## src/rtl/spi_sclk_pkg.sv

```systemverilog
package spi_sclk_pkg;
  typedef enum logic {
    EDGE_LEAD  = 1'b0,
    EDGE_TRAIL = 1'b1
  } edge_pos_t;
endpackage

```

## src/rtl/spi_sclk_cfg_sel.sv

```systemverilog
module spi_sclk_cfg_sel #(
  parameter int NUM_CS = 4,
  parameter int DIV_W  = 8,
  localparam int CS_W  = (NUM_CS > 1) ? $clog2(NUM_CS) : 1
) (
  input  logic [CS_W-1:0]         idx_i,
  input  logic [NUM_CS*DIV_W-1:0] div_i,
  input  logic [NUM_CS-1:0]       cpol_i,
  input  logic [NUM_CS-1:0]       cpha_i,
  output logic [DIV_W-1:0]        n_eff_o,
  output logic                    cpol_o,
  output logic                    cpha_o
);
  localparam int SLOTS = 2 ** CS_W;

  logic [DIV_W-1:0] div_arr  [SLOTS];
  logic             cpol_arr [SLOTS];
  logic             cpha_arr [SLOTS];

  for (genvar i = 0; i < SLOTS; i++) begin : g_slot
    if (i < NUM_CS) begin : g_real
      assign div_arr[i]  = div_i[i*DIV_W +: DIV_W];
      assign cpol_arr[i] = cpol_i[i];
      assign cpha_arr[i] = cpha_i[i];
    end else begin : g_pad
      assign div_arr[i]  = '0;
      assign cpol_arr[i] = 1'b0;
      assign cpha_arr[i] = 1'b0;
    end
  end

  logic [DIV_W-1:0] n_raw;
  assign n_raw   = div_arr[idx_i];
  // ratio floor is 4, so half period floor is 2
  assign n_eff_o = (n_raw < DIV_W'(2)) ? DIV_W'(2) : n_raw;
  assign cpol_o  = cpol_arr[idx_i];
  assign cpha_o  = cpha_arr[idx_i];
endmodule

```

## src/rtl/spi_sclk_prescale.sv

```systemverilog
module spi_sclk_prescale #(
  parameter int PRE_DIV = 32,
  localparam int PW     = (PRE_DIV > 1) ? $clog2(PRE_DIV) : 1
) (
  input  logic clk_i,
  input  logic rst_ni,
  input  logic clear_i,
  input  logic mode_i,
  output logic tick_o
);
  logic [PW-1:0] cnt_q;
  logic          wrap;

  assign wrap   = (cnt_q == PW'(PRE_DIV - 1));
  assign tick_o = mode_i ? wrap : 1'b1;

  always_ff @(posedge clk_i or negedge rst_ni) begin
    if (!rst_ni)      cnt_q <= '0;
    else if (clear_i) cnt_q <= '0;
    else if (wrap)    cnt_q <= '0;
    else              cnt_q <= cnt_q + PW'(1);
  end

  assert_prescale_gap_R1: assert property (@(posedge clk_i) disable iff (!rst_ni)
    (mode_i && tick_o && !clear_i) |=> (!tick_o || !mode_i));
endmodule

```

## src/rtl/spi_sclk_div.sv

```systemverilog
module spi_sclk_div #(
  parameter int DIV_W = 8
) (
  input  logic             clk_i,
  input  logic             rst_ni,
  input  logic             clear_i,
  input  logic             tick_i,
  input  logic [DIV_W-1:0] n_eff_i,
  output logic             toggle_o
);
  logic [DIV_W-1:0] cnt_q;

  assign toggle_o = !clear_i && tick_i && (cnt_q >= n_eff_i - DIV_W'(1));

  always_ff @(posedge clk_i or negedge rst_ni) begin
    if (!rst_ni)       cnt_q <= '0;
    else if (clear_i)  cnt_q <= '0;
    else if (toggle_o) cnt_q <= '0;
    else if (tick_i)   cnt_q <= cnt_q + DIV_W'(1);
  end

  // clamped divisor: first base tick after a restart never ends a half period
  assert_no_early_toggle_R3: assert property (@(posedge clk_i) disable iff (!rst_ni)
    (cnt_q == '0) |-> !toggle_o);
endmodule

```

## src/rtl/spi_sclk_gen.sv

```systemverilog
module spi_sclk_gen #(
  parameter int NUM_CS  = 4,
  parameter int DIV_W   = 8,
  parameter int PRE_DIV = 32,
  localparam int CS_W   = (NUM_CS > 1) ? $clog2(NUM_CS) : 1
) (
  input  logic                    clk_i,
  input  logic                    rst_ni,
  input  logic                    en_i,
  input  logic                    base_div_i,
  input  logic [CS_W-1:0]         cs_idx_i,
  input  logic [NUM_CS*DIV_W-1:0] div_i,
  input  logic [NUM_CS-1:0]       cpol_i,
  input  logic [NUM_CS-1:0]       cpha_i,
  output logic                    sclk_o,
  output logic                    launch_o,
  output logic                    capture_o
);
  import spi_sclk_pkg::*;

  logic [DIV_W-1:0] n_eff;
  logic             cpol_sel, cpha_sel;
  logic             tick, toggle, restart;
  logic [CS_W-1:0]  cs_q;
  logic             armed_q;
  edge_pos_t        pos_q;
  logic             sclk_q, launch_q, capture_q;

  spi_sclk_cfg_sel #(.NUM_CS(NUM_CS), .DIV_W(DIV_W)) u_cfg (
    .idx_i  (cs_idx_i),
    .div_i  (div_i),
    .cpol_i (cpol_i),
    .cpha_i (cpha_i),
    .n_eff_o(n_eff),
    .cpol_o (cpol_sel),
    .cpha_o (cpha_sel)
  );

  assign restart = !armed_q || !en_i || (cs_idx_i != cs_q);

  spi_sclk_prescale #(.PRE_DIV(PRE_DIV)) u_pre (
    .clk_i  (clk_i),
    .rst_ni (rst_ni),
    .clear_i(restart),
    .mode_i (base_div_i),
    .tick_o (tick)
  );

  spi_sclk_div #(.DIV_W(DIV_W)) u_div (
    .clk_i   (clk_i),
    .rst_ni  (rst_ni),
    .clear_i (restart),
    .tick_i  (tick),
    .n_eff_i (n_eff),
    .toggle_o(toggle)
  );

  logic lead_is_launch;
  assign lead_is_launch = (pos_q == EDGE_LEAD) ^ cpha_sel;

  always_ff @(posedge clk_i or negedge rst_ni) begin
    if (!rst_ni) begin
      cs_q      <= '0;
      armed_q   <= 1'b0;
      pos_q     <= EDGE_LEAD;
      sclk_q    <= 1'b0;
      launch_q  <= 1'b0;
      capture_q <= 1'b0;
    end else begin
      cs_q    <= cs_idx_i;
      armed_q <= 1'b1;
      if (restart) begin
        pos_q     <= EDGE_LEAD;
        sclk_q    <= cpol_sel;
        launch_q  <= 1'b0;
        capture_q <= 1'b0;
      end else begin
        launch_q  <= toggle && lead_is_launch;
        capture_q <= toggle && !lead_is_launch;
        if (toggle) begin
          sclk_q <= !sclk_q;
          pos_q  <= (pos_q == EDGE_LEAD) ? EDGE_TRAIL : EDGE_LEAD;
        end
      end
    end
  end

  assign sclk_o    = sclk_q;
  assign launch_o  = launch_q;
  assign capture_o = capture_q;

  assert_idle_level_R5: assert property (@(posedge clk_i) disable iff (!rst_ni)
    !en_i |=> (sclk_o == $past(cpol_sel)) && !launch_o && !capture_o);
  assert_strobe_excl_R9: assert property (@(posedge clk_i) disable iff (!rst_ni)
    !(launch_o && capture_o));
  assert_strobe_on_edge_R9: assert property (@(posedge clk_i) disable iff (!rst_ni)
    (launch_o || capture_o) |-> (sclk_o != $past(sclk_o)));
  assert_edge_has_strobe_R6: assert property (@(posedge clk_i) disable iff (!rst_ni)
    (sclk_o != $past(sclk_o)) |-> (launch_o || capture_o || $past(restart)));
  assert_strobe_single_R9: assert property (@(posedge clk_i) disable iff (!rst_ni)
    launch_o |=> !launch_o);
endmodule

```

## config.mk

```make
export PLATFORM = sky130hd
export DESIGN_NAME = spi_sclk_gen
export DESIGN_NICKNAME = d
export VERILOG_FILES = /design/src/rtl/spi_sclk_pkg.sv /design/src/rtl/spi_sclk_cfg_sel.sv /design/src/rtl/spi_sclk_prescale.sv /design/src/rtl/spi_sclk_div.sv /design/src/rtl/spi_sclk_gen.sv
export SDC_FILE = /design/constraint.sdc
export NUM_CORES = 1
export LEC_CHECK = 0
export BUFFER_PORTS_ARGS = -buffer_cell sky130_fd_sc_hd__buf_2
export CORE_ASPECT_RATIO = 2
export CORE_MARGIN = 2
export CORE_UTILIZATION = 40
export DETAILED_ROUTE_END_ITERATION = 7
export PLACE_DENSITY = 0.64
export SYNTH_ARGS = -nofsm -noshare
export SYNTH_HDL_FRONTEND = slang
export SYNTH_SLANG_ARGS = --single-unit
export TNS_END_PERCENT = 20
```

## constraint.sdc

```tcl
create_clock -name clk_i -period 3.9 [get_ports clk_i]
set_input_delay 0.78 -clock clk_i [delete_from_list [all_inputs] [get_ports clk_i]]
set_output_delay 0.78 -clock clk_i [all_outputs]
set_load 0.02 [all_outputs]
```

Word level (Yosys, flattened, before mapping). Index checks and enable logic that the tools add are counted.

Add/sub/neg operators: 3. Multiply operators: 0. Div/mod/pow operators: 0. Magnitude comparators: 3. Eq/ne operators: 2. Shift operators: 0. Mux-type cells: 23. Bitwise logic cells: 3. Reduce and logical (&&, ||, !) cells: 13.

Operators with widths (number): 8-bit 2-to-1 mux (6); 8-bit binary-select mux with 2-bit select (1); 1-bit 2-to-1 mux (12); 5-bit 2-to-1 mux (2); 8-bit by 1-bit adder with 8-bit output, second input constant (1); 8-bit >= comparator (1); 8-bit by 2-bit less-than comparator with 1-bit output, second input constant (1); 8-bit by 1-bit subtractor with 8-bit output, second input constant (1); 5-bit by 1-bit adder with 5-bit output, second input constant (1); 5-bit == test, second input constant (1); 1-bit logical NOT (5); 1-bit binary-select mux with 2-bit select (2); 1-bit logical AND (4); 3-bit >= comparator, second input constant (1); 2-bit NOT with 3-bit output (1); 3-bit nonzero test (1); 1-bit logical OR (2); 2-bit != test (1); 2-bit nonzero test (1); 1-bit NOT (1); 1-bit XOR (1).

Bits in registers: 20. Bits in latches: 0. Bits in writable memories: 0. Memory bits (read-only): 0. Input port bits: 46. Output and inout port bits: 3. Word-level logic and storage cells: 55. Memories: 0.

Longest topological paths before layout.
Word-level depth: 11. Gate-level depth with buffers: 17. Gate-level depth less buffers: 15.

Modules after synthesis. Synthesis repeated with hierarchy kept, for this count alone.

Cells, all modules: 135. Area, all modules: 1536.5 µm².

By module, submodules not included: spi_sclk_div (instances 1, cells each 80, area each 719.4 µm², sequential area each 200.2 µm²); spi_sclk_cfg_sel (instances 1, cells each 17, area each 311.5 µm², sequential area each 0.0 µm²); spi_sclk_gen (instances 1, cells each 20, area each 277.8 µm², sequential area each 175.2 µm²); spi_sclk_prescale (instances 1, cells each 18, area each 227.7 µm², sequential area each 125.1 µm²).

Worst setup path before layout. OpenSTA, ideal clock, no wires.

Path kind: input to register. Start point: input port cs_idx_i[1]. End point: register u_div.cnt_q[5]. Library setup time: 0.082 ns. Arrival time: 3.976 ns. Required time: 3.818 ns. Slack: -0.158 ns. Cell stages on the path: 12. Path buffers: 1. Cells stage by stage: clkbuf_1 -> mux4_2 -> or3_4 -> nor3_4 -> inv_1 -> o21ai_1 -> ha_1 -> ha_1 -> a2111o_1 -> a21oi_2 -> or4b_1 -> a31oi_1.

Longest elaborated chain between the ends: 11. Elaborated cells on any way between the ends: 16. Those cells by class: 1 x add/sub; 2 x order compare; 1 x eq/ne; 6 x mux; 1 x bitwise; 5 x reduce/logical.

RTL lines: start, declared (line spi_sclk_gen.sv:11) `input logic [CS_W-1:0] cs_idx_i,`; 2-bit NOT with 3-bit output (not written as such) (line spi_sclk_cfg_sel.sv:33) `assign n_raw = div_arr[idx_i];`; 8-bit binary-select mux with 2-bit select (line spi_sclk_cfg_sel.sv:33); 8-bit 2-to-1 mux (not written as such) (2 in a row) (line spi_sclk_cfg_sel.sv:33); 8-bit by 2-bit less-than comparator with 1-bit output (line spi_sclk_cfg_sel.sv:35) `assign n_eff_o = (n_raw < DIV_W'(2)) ? DIV_W'(2) : n_raw;`; 8-bit 2-to-1 mux (line spi_sclk_cfg_sel.sv:35); 8-bit by 1-bit subtractor with 8-bit output (line spi_sclk_div.sv:13) `assign toggle_o = !clear_i && tick_i && (cnt_q >= n_eff_i - DIV_W'(1));`; 8-bit >= comparator (line spi_sclk_div.sv:13); 1-bit logical AND (line spi_sclk_div.sv:13); 8-bit 2-to-1 mux (line spi_sclk_div.sv:18) `else if (toggle_o) cnt_q <= '0;`; 8-bit 2-to-1 mux (line spi_sclk_div.sv:17) `else if (clear_i) cnt_q <= '0;`; end signal, assigned (line spi_sclk_div.sv:19) `else if (tick_i) cnt_q <= cnt_q + DIV_W'(1);`; end, declared (line spi_sclk_div.sv:11) `logic [DIV_W-1:0] cnt_q;`.

Several ways; a longest one is shown, not always the timed one. The select of a mux whose other input is x is not followed. A chain may end at the register's enable or synchronous reset.

Worst setup path in the final report.
Start point: input port cs_idx_i[0]. End point: register sclk_q (netlist: sclk_o).

Longest elaborated chain between the ends: 10. Elaborated cells on any way between the ends: 18. Those cells by class: 1 x add/sub; 2 x order compare; 1 x eq/ne; 8 x mux; 1 x bitwise; 5 x reduce/logical.

RTL lines: 2-bit NOT with 3-bit output (not written as such) (line spi_sclk_cfg_sel.sv:33, spi_sclk_cfg_sel.sv:36); 8-bit binary-select mux with 2-bit select (line spi_sclk_cfg_sel.sv:33); 8-bit 2-to-1 mux (not written as such) (2 in a row) (line spi_sclk_cfg_sel.sv:33); 8-bit by 2-bit less-than comparator with 1-bit output (line spi_sclk_cfg_sel.sv:35); 8-bit 2-to-1 mux (line spi_sclk_cfg_sel.sv:35); 8-bit by 1-bit subtractor with 8-bit output (line spi_sclk_div.sv:13); 8-bit >= comparator (line spi_sclk_div.sv:13); 1-bit logical AND (line spi_sclk_div.sv:13); 2-bit nonzero test (no line); end signal, assigned (line spi_sclk_gen.sv:74) `sclk_q <= cpol_sel;`; end signal, assigned (line spi_sclk_gen.sv:81) `sclk_q <= !sclk_q;`; end, declared (line spi_sclk_gen.sv:27) `logic sclk_q, launch_q, capture_q;`.

Several ways; a longest one is shown, not always the timed one. The select of a mux whose other input is x is not followed.

==> out/metrics.json <==
{
  "clk-insertion-delay-late": {"value": 0.25, "unit": "ns"},
  "r2r-start": {"value": "u_div.cnt_q[0]"},
  "mappedNetlistNets": {"value": 205},
  "postCtsHoldBufs": {"value": 0},
  "floorplan.die.width": {"value": 47.47, "unit": "um"},
  "final_common_cell": {"value": "sky130_fd_sc_hd__buf_2"},
  "outcome": {"value": "finished clean"},
  "period_minus_slack": {"value": 3.820, "unit": "ns"},
  "grt_start_max_net_pins": {"value": 23},
  "crit-reg2reg-capture": {"value": "u_div.cnt_q[7]"},
  "globalRoute.busiestLayer": {"value": "met2"},
  "final_min_period_over_clock_period": {"value": 97.94, "unit": "%"},
  "worst-endpoint-required": {"value": 4.07, "unit": "ns"},
  "cts.reportedPaths.clkPinSlew": {"value": 0.08, "unit": "ns"},
  "ant_nets": {"value": 0},
  "ys_seq_elements": {"value": 20},
  "cts-buffers-inserted": {"value": 3},
  "drive_above_1_share": {"value": 43.93, "unit": "%"},
  "global_routing_usage_on_met2": {"value": 36.49, "unit": "%"},
  "cts.path.max_buffers": {"value": 2},
  "holdCritPathClass": {"value": "input port to async pin"},
  "synthCells": {"value": 147},
  "initial_antenna_violation_count": {"value": 0},
  "die_h": {"value": 90.93, "unit": "um"},
  "clk_root_buffer_cell": {"value": "sky130_fd_sc_hd__clkbuf_8"},
  "reg2reg_depth": {"value": 7},
  "ys_warn_count": {"value": 0},
  "synth_cell_type_count": {"value": 38},
  "synth-async-reset-ratio": {"value": 100.0, "unit": "%"},
  "pins_over_their_slew_limit": {"value": 0},
  "cellPowerDensity": {"value": 267.4, "unit": "nW/um^2"},
  "start_kind": {"value": "input port"},
  "sequential_cell_area_fraction_in_the_yosys_report": {"value": 33.11, "unit": "%"},
  "synth_enable_flop_cells": {"value": 0},
  "drt-total-wl": {"value": 3.577, "unit": "mm"},
  "gr-usage-all-layers": {"value": 18.42, "unit": "%"},
  "area.growth.synth_to_final": {"value": 40.07, "unit": "%"},
  "finalHoldViolCount": {"value": 0},
  "clock_tree_from_tritoncts": {"value": "done"},
  "critPathLaunch": {"value": "cs_idx_i[0]"},
  "place_area": {"value": 1963, "unit": "um^2"},
  "worst_pin_slew": {"value": 0.6318, "unit": "ns"},
  "std_cell_rows": {"value": 31},
  "port_buffers": {"value": 48},
  "largest_clock_skew_in_the_final_design": {"value": 0.004257, "unit": "ns"},
  "post-place-cells": {"value": 257},
  "h-tree-depth": {"value": 1},
  "regToRegSetupSlack": {"value": 1.62, "unit": "ns"},
  "detailedPlacementHpwl": {"value": 3.074, "unit": "mm"},
  "drv.max_cap_violation_count": {"value": 0},
  "power.total": {"value": 0.0005661, "unit": "W"},
  "critical_path.max_fanout": {"value": 7},
  "syn_area": {"value": 1511, "unit": "um^2"},
  "setup_viol": {"value": 0},
  "finish.net_count": {"value": 273},
  "final.setup.tns": {"value": 0, "unit": "ns"},
  "via_density": {"value": 5.437},
  "post_synth.cell_area_avg": {"value": 10.28, "unit": "um^2"},
  "groute.layer.met1.usage": {"value": 17.63, "unit": "%"},
  "wl_per_cell": {"value": 13.60, "unit": "um"},
  "gr-total-overflow": {"value": 0},
  "slew-limit-headroom": {"value": 57.75, "unit": "%"},
  "end_kind": {"value": "flop"},
  "yosys_most_used_dff": {"value": "sky130_fd_sc_hd__dfrtp_1"},
  "grt_pass1_wl": {"value": 6.072, "unit": "mm"},
  "gp_congestion": {"value": 0.8326},
  "grt_pass1_vias": {"value": 1542},
  "floorplan.io_pins": {"value": 49},
  "max_clk_rate": {"value": 261.8, "unit": "MHz"},
  "leakage": {"value": 0.9714, "unit": "nW"},
  "floorplan.initialDensity": {"value": 41.90, "unit": "%"},
  "fin_hold_ws": {"value": 0.4599, "unit": "ns"},
  "coreArea": {"value": 3607, "unit": "um^2"},
  "most-common-layout-cells": {"value": "sky130_fd_sc_hd__buf_2, sky130_fd_sc_hd__dfrtp_1, sky130_fd_sc_hd__buf_4"},
  "die_area": {"value": 4316, "unit": "um^2"},
  "post_layout_nonfiller_instances": {"value": 263},
  "grt.met3_usage": {"value": 2.386, "unit": "%"},
  "detailroute.via_count": {"value": 1430},
  "antennaDiodeCount": {"value": 0},
  "drtPass1Iterations": {"value": 4},
  "detail_route.iter0.violations": {"value": 30},
  "drc": {"value": 0},
  "vdd_ir_drop_max": {"value": 0.1624, "unit": "mV"},
  "fin_area": {"value": 2117, "unit": "um^2"},
  "setup_repair_after_global_routing_missed_its_margin": {"value": "yes"},
  "setup.worst_path.class": {"value": "input port to flop"},
  "worst_ep_arrival_time": {"value": 3.99, "unit": "ns"},
  "clkSinkCount": {"value": 20}
}
## per-layer routing
metal  share of wire, %  routed length (um)  up-vias
met5                  0                   0        -
met4               0.39                  14        0
met3                4.7                 167        2
met2                 64                2277       44
met1                 31                1116      704
li1                   -                   -      680
## kinds of logic (layout without fill, tap and decap cells)
logic type | Yosys count | after routing | synth area share [%]
compound gates | 24 | 24 | 9.355
xor+xnor | 8 | 8 | 4.636
fa+ha+maj | 12 | 12 | 9.934
buf+inv | 12 | 79 | 3.559
flops | 20 | 20 | 33.11
mux | 11 | 11 | 16.81
other cells | 1 | 1 | 0.2481
simple gates | 59 | 59 | 22.35
## synth_stat cells, types with 2 or more instances
cell type | number | area, um^2
sky130_fd_sc_hd__nand3_1 | 7 | 35.03
sky130_fd_sc_hd__nor2_1 | 6 | 22.52
sky130_fd_sc_hd__dfrtp_1 | 20 | 500.5
sky130_fd_sc_hd__nor3_1 | 5 | 25.02
sky130_fd_sc_hd__inv_1 | 5 | 18.77
sky130_fd_sc_hd__and2_1 | 3 | 18.77
sky130_fd_sc_hd__or4b_1 | 3 | 30.03
sky130_fd_sc_hd__a21oi_1 | 8 | 40.04
sky130_fd_sc_hd__nand2_1 | 14 | 52.55
sky130_fd_sc_hd__nor2b_1 | 2 | 12.51
sky130_fd_sc_hd__o21ai_1 | 2 | 10.01
sky130_fd_sc_hd__nor4_1 | 2 | 12.51
sky130_fd_sc_hd__o21ai_0 | 5 | 25.02
sky130_fd_sc_hd__or3_4 | 2 | 22.52
sky130_fd_sc_hd__or3_1 | 2 | 12.51
sky130_fd_sc_hd__nand4_1 | 4 | 25.02
sky130_fd_sc_hd__a31oi_1 | 6 | 37.54
sky130_fd_sc_hd__xnor2_1 | 7 | 61.31
sky130_fd_sc_hd__mux4_2 | 5 | 112.6
sky130_fd_sc_hd__mux4_1 | 5 | 131.4
sky130_fd_sc_hd__clkbuf_1 | 4 | 15.01
sky130_fd_sc_hd__ha_1 | 12 | 150.1
sky130_fd_sc_hd__nand2b_1 | 2 | 12.51
sky130_fd_sc_hd__or2_2 | 2 | 12.51
## cell type report
cell class,instances,area [um^2]
clock buffer,3,41.29
clock inverter,1,30.03
fill,310,1490
inverter,6,22.52
multi-input combinational,115,1045
sequential,20,500.5
tap,49,61.31
timing repair buffer,69,416.7
## power by group
part / switching (W) / internal, W / total (W)
clock: 0.0000680 / 0.000137 / 0.000205
combinational: 0.0000636 / 0.0000844 / 0.000148
sequential: 0.00000246 / 0.000211 / 0.000213
total: 0.000134 / 0.000432 / 0.000566
## through the flow
stage	util (%)	setup slack, ns
finish	58.69	0.08024
global route	58.69	-0.09527
CTS	56.78	0.01016
detailed placement	54.42	-0.4208
global placement	54.42	-0.2582
floorplan	-	-0.09653
## worst max path at each step
| stage | depth (start not counted) | endpoint |
|---|---|---|
| finish | 17 | sclk_o |
| global route | 17 | sclk_o |
| CTS | 16 | u_div.cnt_q[7] |
| detailed placement | 16 | u_div.cnt_q[7] |
| global placement | 15 | u_div.cnt_q[7] |
| floorplan | 12 | u_div.cnt_q[7] |
## registers in the layout, indices dropped and copies added (netlist names)
name / cells
pos_q: 1
u_div.cnt_q: 8
armed_q: 1
sclk_o: 1
launch_o: 1
cs_q: 2
capture_o: 1
u_pre.cnt_q: 5
## worst max-delay path, cell delays in order
cell                       delay, ns
sky130_fd_sc_hd__buf_12         0.10
sky130_fd_sc_hd__mux4_2         0.50
sky130_fd_sc_hd__or3_4          0.41
sky130_fd_sc_hd__nor3_4         0.13
sky130_fd_sc_hd__inv_1          0.07
sky130_fd_sc_hd__o21ai_2        0.21
sky130_fd_sc_hd__ha_4           0.18
sky130_fd_sc_hd__nand2b_4       0.06
sky130_fd_sc_hd__nor2_4         0.10
sky130_fd_sc_hd__xnor2_2        0.07
sky130_fd_sc_hd__ha_1           0.31
sky130_fd_sc_hd__nand4_1        0.13
sky130_fd_sc_hd__a21oi_2        0.18
sky130_fd_sc_hd__a21oi_4        0.09
sky130_fd_sc_hd__buf_6          0.13
sky130_fd_sc_hd__or3_1          0.36
sky130_fd_sc_hd__a31oi_1        0.17
## repair_timing
action | CTS | global route
pin swaps | 5 | 6
setup buffers | 1 | 1
cloned | 0 | 0
endpoints found under the setup margin | 9 | 11
gates resized for setup | 4 | 11
Note: power is estimated with default switching activity, not from simulation.
